File: config.mk
export PLATFORM = sky130hd
export DESIGN_NAME = desc_chain_walker
export DESIGN_NICKNAME = d
export VERILOG_FILES = /design/src/rtl/dcw_pkg.sv /design/src/rtl/dcw_ctrl_decode.sv /design/src/rtl/dcw_align.sv /design/src/rtl/dcw_word_fetch.sv /design/src/rtl/desc_chain_walker.sv
export SDC_FILE = /design/constraint.sdc
export NUM_CORES = 1
export LEC_CHECK = 0
export CAP_MARGIN = 15
export CORE_AREA = 2 2 161 163
export CTS_BUF_LIST = sky130_fd_sc_hd__clkbuf_16
export CTS_CLUSTER_SIZE = 16
export DETAILED_ROUTE_END_ITERATION = 6
export DIE_AREA = 0 0 163 165
export GPL_TIMING_DRIVEN = 1
export PLACE_DENSITY = 0.63
export SLEW_MARGIN = 20
export SYNTH_ARGS = -nofsm -noshare
export SYNTH_HDL_FRONTEND = slang
export SYNTH_HIERARCHICAL = 1
export SYNTH_SLANG_ARGS = --single-unit
File: constraint.sdc
create_clock -name clk -period 7.4 [get_ports clk]
set_input_delay 2.22 -clock clk [delete_from_list [all_inputs] [get_ports clk]]
set_output_delay 2.22 -clock clk [all_outputs]
set_load 0.02 [all_outputs]
File: src/rtl/dcw_pkg.sv
package dcw_pkg;

   localparam int CTRL_DIR_BIT  = 0;
   localparam int CTRL_LANE_LSB = 1;
   localparam int CTRL_FRAG_BIT = 8;
   localparam int CTRL_LEN_LSB  = 16;
   localparam int CTRL_LEN_W    = 16;
   localparam int DESC_WORDS    = 3;

   typedef enum logic [1:0] {
      ST_IDLE  = 2'd0,
      ST_FETCH = 2'd1,
      ST_ISSUE = 2'd2,
      ST_RUN   = 2'd3
   } walk_st_t;

   typedef struct packed {
      logic                  dir;
      logic [2:0]            lanes;
      logic                  frag;
      logic [CTRL_LEN_W-1:0] len;
   } ctrl_t;

endpackage

File: src/rtl/dcw_ctrl_decode.sv
module dcw_ctrl_decode
   import dcw_pkg::*;
(
   input  logic [31:0] word,
   output ctrl_t       fields
);
   logic unused_rsvd;

   assign fields.dir   = word[CTRL_DIR_BIT];
   assign fields.lanes = word[CTRL_LANE_LSB +: 3];
   assign fields.frag  = word[CTRL_FRAG_BIT];
   assign fields.len   = word[CTRL_LEN_LSB +: CTRL_LEN_W];
   assign unused_rsvd  = ^{word[7:4], word[15:9]};
endmodule

File: src/rtl/dcw_align.sv
module dcw_align #(
   parameter int AW         = 32,
   parameter int ALIGN_LOG2 = 5
) (
   input  logic [AW-1:0] addr_in,
   output logic [AW-1:0] addr_out
);
   initial begin
      if (ALIGN_LOG2 < 0 || ALIGN_LOG2 >= AW)
         $error("dcw_align: ALIGN_LOG2 out of range");
   end

   generate
      if (ALIGN_LOG2 == 0) begin : g_pass
         assign addr_out = addr_in;
      end else begin : g_mask
         logic unused_low;
         assign addr_out   = {addr_in[AW-1:ALIGN_LOG2], {ALIGN_LOG2{1'b0}}};
         assign unused_low = ^addr_in[ALIGN_LOG2-1:0];
      end
   endgenerate
endmodule

File: src/rtl/dcw_word_fetch.sv
module dcw_word_fetch #(
   parameter int AW = 32
) (
   input  logic          clk,
   input  logic          rst_n,
   input  logic          want,
   input  logic [AW-1:0] addr_in,
   output logic          mem_req_valid,
   input  logic          mem_req_ready,
   output logic [AW-1:0] mem_req_addr,
   input  logic          mem_rsp_valid
);
   logic outstanding_q;

   assign mem_req_valid = want && !outstanding_q;
   assign mem_req_addr  = addr_in;

   always_ff @(posedge clk or negedge rst_n) begin
      if (!rst_n) begin
         outstanding_q <= 1'b0;
      end else if (mem_rsp_valid) begin
         outstanding_q <= 1'b0;
      end else if (mem_req_valid && mem_req_ready) begin
         outstanding_q <= 1'b1;
      end
   end


   req_hold_chk: assert property (@(posedge clk) disable iff (!rst_n)
      mem_req_valid && !mem_req_ready && !mem_rsp_valid |=> mem_req_valid && $stable(mem_req_addr));
endmodule

File: src/rtl/desc_chain_walker.sv
module desc_chain_walker
   import dcw_pkg::*;
#(
   parameter int AW         = 32,
   parameter int ALIGN_LOG2 = 5,
   parameter int WORD_BYTES = 4
) (
   input  logic                  clk,
   input  logic                  rst_n,
   input  logic                  start_valid,
   input  logic [AW-1:0]         start_addr,
   input  logic                  sts_clear,
   output logic                  mem_req_valid,
   input  logic                  mem_req_ready,
   output logic [AW-1:0]         mem_req_addr,
   input  logic                  mem_rsp_valid,
   input  logic [31:0]           mem_rsp_data,
   input  logic                  mem_rsp_err,
   output logic                  cmd_valid,
   input  logic                  cmd_ready,
   output logic                  cmd_dir,
   output logic [2:0]            cmd_lanes,
   output logic                  cmd_frag,
   output logic [CTRL_LEN_W-1:0] cmd_len,
   output logic [AW-1:0]         cmd_buf_addr,
   input  logic                  xfer_done,
   output logic                  irq_chain_done,
   output logic                  irq_bus_err,
   output logic [AW-1:0]         cur_desc_addr,
   output logic [AW-1:0]         cur_mem_addr
);
   localparam int OFS_SH = $clog2(WORD_BYTES);
   localparam int IDX_W  = $clog2(DESC_WORDS);

   initial begin
      if (AW < 8 || AW > 32) $error("desc_chain_walker: AW must be 8..32");
      if (WORD_BYTES != 4)   $error("desc_chain_walker: words are 32-bit");
   end

   walk_st_t         st_q;
   logic [IDX_W-1:0] widx_q;
   logic [AW-1:0]    desc_q, next_q, buf_q, buf_aligned, fetch_addr;
   ctrl_t            ctrl_q, ctrl_dec;
   logic             done_q, err_q;

   dcw_ctrl_decode u_dec (.word(mem_rsp_data), .fields(ctrl_dec));

   dcw_align #(.AW(AW), .ALIGN_LOG2(ALIGN_LOG2)) u_align (
      .addr_in (mem_rsp_data[AW-1:0]),
      .addr_out(buf_aligned)
   );

   assign fetch_addr = desc_q + (AW'(widx_q) << OFS_SH);

   dcw_word_fetch #(.AW(AW)) u_fetch (
      .clk          (clk),
      .rst_n        (rst_n),
      .want         (st_q == ST_FETCH),
      .addr_in      (fetch_addr),
      .mem_req_valid(mem_req_valid),
      .mem_req_ready(mem_req_ready),
      .mem_req_addr (mem_req_addr),
      .mem_rsp_valid(mem_rsp_valid)
   );

   always_ff @(posedge clk or negedge rst_n) begin
      if (!rst_n) begin
         st_q   <= ST_IDLE;
         widx_q <= '0;
         desc_q <= '0;
         next_q <= '0;
         buf_q  <= '0;
         ctrl_q <= '0;
         done_q <= 1'b0;
         err_q  <= 1'b0;
      end else begin
         if (sts_clear) begin
            done_q <= 1'b0;
            err_q  <= 1'b0;
         end
         unique case (st_q)
            ST_IDLE: begin
               if (start_valid && !done_q) begin
                  desc_q <= start_addr;
                  widx_q <= '0;
                  st_q   <= ST_FETCH;
               end
            end
            ST_FETCH: begin
               if (mem_rsp_valid) begin
                  if (mem_rsp_err) begin
                     err_q  <= 1'b1;
                     widx_q <= '0;
                     st_q   <= ST_IDLE;
                  end else if (widx_q == IDX_W'(0)) begin
                     buf_q  <= buf_aligned;
                     widx_q <= IDX_W'(1);
                  end else if (widx_q == IDX_W'(1)) begin
                     next_q <= mem_rsp_data[AW-1:0];
                     widx_q <= IDX_W'(2);
                  end else begin
                     ctrl_q <= ctrl_dec;
                     widx_q <= '0;
                     if (ctrl_dec.len != '0) begin
                        st_q <= ST_ISSUE;
                     end else if (ctrl_dec.frag) begin
                        desc_q <= next_q;
                     end else begin
                        done_q <= 1'b1;
                        st_q   <= ST_IDLE;
                     end
                  end
               end
            end
            ST_ISSUE: begin
               if (cmd_ready) st_q <= ST_RUN;
            end
            ST_RUN: begin
               if (xfer_done) begin
                  if (ctrl_q.frag) begin
                     desc_q <= next_q;
                     st_q   <= ST_FETCH;
                  end else begin
                     done_q <= 1'b1;
                     st_q   <= ST_IDLE;
                  end
               end
            end
            default: st_q <= ST_IDLE;
         endcase
      end
   end

   assign cmd_valid      = (st_q == ST_ISSUE);
   assign cmd_dir        = ctrl_q.dir;
   assign cmd_lanes      = ctrl_q.lanes;
   assign cmd_frag       = ctrl_q.frag;
   assign cmd_len        = ctrl_q.len;
   assign cmd_buf_addr   = buf_q;
   assign irq_chain_done = done_q;
   assign irq_bus_err    = err_q;
   assign cur_desc_addr  = desc_q;
   assign cur_mem_addr   = buf_q;


   cmd_hold_chk: assert property (@(posedge clk) disable iff (!rst_n)
      cmd_valid && !cmd_ready |=> cmd_valid &&
         $stable({cmd_dir, cmd_lanes, cmd_frag, cmd_len, cmd_buf_addr}));


   zero_len_chk: assert property (@(posedge clk) disable iff (!rst_n)
      cmd_valid |-> cmd_len != '0);


   done_idle_chk: assert property (@(posedge clk) disable iff (!rst_n)
      $rose(irq_chain_done) |-> st_q == ST_IDLE && !cmd_valid);


   done_quiet_chk: assert property (@(posedge clk) disable iff (!rst_n)
      irq_chain_done |-> !mem_req_valid && !cmd_valid);


   err_abort_chk: assert property (@(posedge clk) disable iff (!rst_n)
      $rose(irq_bus_err) |-> !cmd_valid && !mem_req_valid);
endmodule

==> metrics.md <==
| Metric | Value |
|---|---|
| Worst-Skew Late Latency | `between 0.4 and 0.5 ns` |
| WL final | `~18,000 µm` |
| CTS root buffer | `clkbuf_16` |
| Unique masters post-synth | `40` |
| Ys async rst share | `100%` |
| WP data required | `5.18 ns` |
| Worst-margin pin slew | `approximately 1 ns` |
| Synth Register Bits | `between 100 and 150` |
| DRT iter0 DRCs | `136` |
| Hold Crit Start | `next_q[28]$_DFFE_PN0P_` |
| Cell area after synthesis | `0.00674 mm²` |
| Drt first pass iters | `4` |
| Final Cycle Share | `roughly three quarters` |
| Average wire per standard cell | `approximately 18 µm` |
| Min Hold Slack | `0.501 ns` |
| Die Ht | `around 170 µm` |
| Worst r2r src | `st_q[0]$_DFFE_PN0P_` |
| Final worst slack | `between 1.5 and 2 ns` |
| Pins over their slew limit | `0` |
| CP Launch Type | `flip-flop` |
| Sequential Area | `about 0.0031 mm²` |
| Clk buf depth | `2` |
| Most common flop cell mapped by yosys | `dfrtp_1` |
| Post-layout min period | `around 5.7 ns` |
| Hpwl dp | `roughly 13,000 µm` |
| Number of global-route vias before repair | `between 4,000 and 5,000` |
| Total Nets Final | `around 720` |
| Flop-to-flop setup slack | `~4.6 ns` |
| Path type of the worst setup path | `flip-flop to output port` |
| Largest net degree at the start of global routing | `82` |
| Grt total ovfl | `0` |
| Hold crit path type | `flip-flop to flip-flop` |
| IO Pins | `between 200 and 250` |
| CTS tree | `done` |
| Critical Path, Cell by Cell | `ha_1, inv_1, fa_1, nor4_4, nand4_1, xnor2_1, clkdlybuf4s50_1` |
| Worst Setup End Kind | `output port` |
| Final setup TNS | `0 ns` |
| Area growth, synth to finish | `35.1%` |
| Hold Buf Count CTS | `0` |
| Effective utilization at floorplan | `between 20% and 30%` |
| Total Routing Usage GR | `between 10% and 20%` |
| Finish-stage setup viols | `0` |
| First-pass GRT wire length | `between 20,000 and 30,000 µm` |
| Buffers on Ports | `~230` |
| Number of routed nets with antenna violations | `0` |
| Gp weighted congestion | `0.711` |
| Vias | `approximately 4,100` |
| CP max FO | `9` |
| Post-synth EDFFs | `0` |
| Final Hold Viols | `0` |
| Worst-path clk slew | `approximately 0.060 ns` |
| Worst path arrival time | `approximately 3.5 ns` |
| RSZ-0062 raised after global routing | `no` |
| Num Clock Sinks | `124` |
| Worst r2r dst | `cur_desc_addr[19]$_DFFE_PN0P_` |
| Die Wd | `163 µm` |
| Skew final | `0.0101 ns` |
| Hold depth | `1` |
| CTS buffer count | `17` |
| Average size of a mapped cell | `between 10 and 15 µm²` |
| Post-synthesis sequential area ratio | `a little under half` |
| PostCTS Resize Cnt | `0` |
| Layout cell share with drive strength beyond 1 | `between 20% and 30%` |
| Die area | `about 0.027 mm²` |
| VDD IR-drop max | `between 0.15 and 0.2 mV` |
| Area of the multi-input gates | `0.00266 mm²` |
| R2r worst-path depth | `5` |
| Worst slack, placed | `approximately 2.1 ns` |
| PwrDens | `487 mW/mm²` |
| Rel. slew slack | `33.4%` |
| H-tree depth | `4` |
| # diodes | `0` |
| Row cnt | `between 50 and 60` |
| Total core area | `approximately 0.025 mm²` |
| Initial antenna violation count | `0` |
| Hold Path End | `next_q[28]$_DFFE_PN0P_` |
| Post CTS Setup Buffer Count | `0` |
| Fillers | `roughly 2,400` |
| YS warnings | `6` |
| Maximum clock frequency | `approximately 180 MHz` |
| Max Cap Violations | `0` |
| CP peak stage delay | `between 0.7 and 0.8 ns` |
| Via density | `4.18` |
| Leakage power | `slightly below 4 nW` |
| Syn Inst Count | `532` |
| Drc violations | `0` |
| Slowest CP cell | `nor4_4` |
| Status | `finished clean` |
[power by group]
part,internal (mW),switching [mW],total (mW)
clock,0.556,0.317,0.873
sequential,1.00,0.342,1.35
combinational,1.24,0.972,2.21
[flip-flops by register name (all words and copies together), names as in the netlist, named ones only]
signal	cells
cmd_frag	1
st_q	1
cmd_len	16
next_q	32
irq_bus_err	1
cmd_buf_addr	32
cur_desc_addr	32
irq_chain_done	1
u_fetch/outstanding_q	1
cmd_dir	1
widx_q	2
cmd_lanes	3
[layout make-up]
class | instances | share of cell area (%)
sequential | 124 | 34.1
multi-input combinational | 269 | 29.3
timing repair buffer | 231 | 25.3
clock buffer | 17 | 4.67
tap | 330 | 4.54
clock inverter | 14 | 1.97
inverter | 5 | 0.206
[Yosys cell counts (2+ instances only)]
| cell | n | area share (%) |
|---|---|---|
| buf_1 | 3 | 0.17 |
| clkbuf_1 | 3 | 0.17 |
| a21o_1 | 3 | 0.33 |
| nand2_1 | 15 | 0.84 |
| mux2_4 | 29 | 6.5 |
| ha_1 | 2 | 0.37 |
| nand3_1 | 8 | 0.59 |
| buf_4 | 119 | 13 |
| inv_1 | 5 | 0.28 |
| nand4_1 | 11 | 1.0 |
| o21a_1 | 2 | 0.22 |
| a21oi_1 | 2 | 0.15 |
| xor2_1 | 5 | 0.65 |
| nor2b_1 | 3 | 0.28 |
| and3_1 | 4 | 0.37 |
| nor4_1 | 5 | 0.46 |
| mux2i_1 | 2 | 0.30 |
| buf_6 | 3 | 0.50 |
| dfrtp_1 | 124 | 46 |
| xnor2_1 | 23 | 3.0 |
| buf_2 | 10 | 0.74 |
| mux2_2 | 120 | 20 |
| nor3b_1 | 2 | 0.22 |
| and4_1 | 5 | 0.65 |
| o21ai_0 | 2 | 0.15 |
| nor2_1 | 6 | 0.33 |
| nand2b_1 | 3 | 0.28 |
[cell families (layout without fill, tap and decap cells)]
| kind of cell | count (synthesis) | after routing | synth area share [%] |
|---|---|---|---|
| muxes | 151 | 151 | 26.8 |
| adders and majority gates | 3 | 3 | 0.668 |
| and+or+nand+nor | 68 | 68 | 6.13 |
| AOI/OAI and AO/OA | 14 | 14 | 1.52 |
| buffers and inverters | 143 | 267 | 15.1 |
| other | 1 | 5 | 0.0557 |
| DFF | 124 | 124 | 46.1 |
| xor gates and xnor gates | 28 | 28 | 3.64 |
[worst max-delay path by stage]
stage	endpoint	start	cells after the start
5_1_grt	mem_req_addr[28]	widx_q[0]$_DFFE_PN0P_	7
6_report	mem_req_addr[28]	widx_q[0]$_DFFE_PN0P_	7
3_3_place_gp	mem_req_addr[28]	widx_q[0]$_DFFE_PN0P_	7
3_5_place_dp	mem_req_addr[28]	widx_q[0]$_DFFE_PN0P_	7
2_1_floorplan	mem_req_addr[28]	cur_desc_addr[2]$_DFFE_PN0P_	7
4_1_cts	mem_req_addr[28]	widx_q[0]$_DFFE_PN0P_	7
[metrics by stage]
stage | instance area (µm²) | total power [mW] | util [%] | std cells
floorplan | 6750 | 2.77 | - | 536
global placement | 8490 | 3.57 | 33.9 | 959
detailed placement | 8500 | 3.60 | 33.9 | 959
CTS | 9100 | 4.50 | 36.4 | 990
global route | 9100 | 4.68 | 36.4 | 990
finish | 9100 | 4.43 | 36.4 | 990
[cells in the final DEF, fill, tap and decap left out, types with 4 or more instances in the layout]
master	netlist	final
clkdlybuf4s50_1	0	224
dfrtp_1	124	123
mux2_2	120	120
mux2_4	29	29
xnor2_1	23	23
clkbuf_16	0	17
nand2_1	15	15
nand4_1	11	11
nand3_1	8	8
inv_1	5	6
nor2_1	6	6
buf_4	119	6
and4_1	5	5
xor2_1	5	5
clkinvlp_4	0	5
conb_1	1	5
and3_1	4	4
nor4_1	5	4
bufinv_16	0	4
[layer usage]
layer	up-vias	part of all wire (%)	global-route usage [%]
li1	1963	-	-
met1	2031	47	18.2
met2	131	45	20.5
met3	18	5.3	3.52
met4	0	2.0	5.63
met5	-	0	0
[critical path, delay by kind of cell, from the launching register on]
kind | cells | cell delay [ns]
AND/OR/NAND/NOR | 2 | 0.95
adder cells (fa/ha/maj) | 2 | 0.74
buffers and inverters | 2 | 0.69
flip-flops | 1 | 0.47
XOR/XNOR | 1 | 0.19
Power figures use the tool's default switching activity.
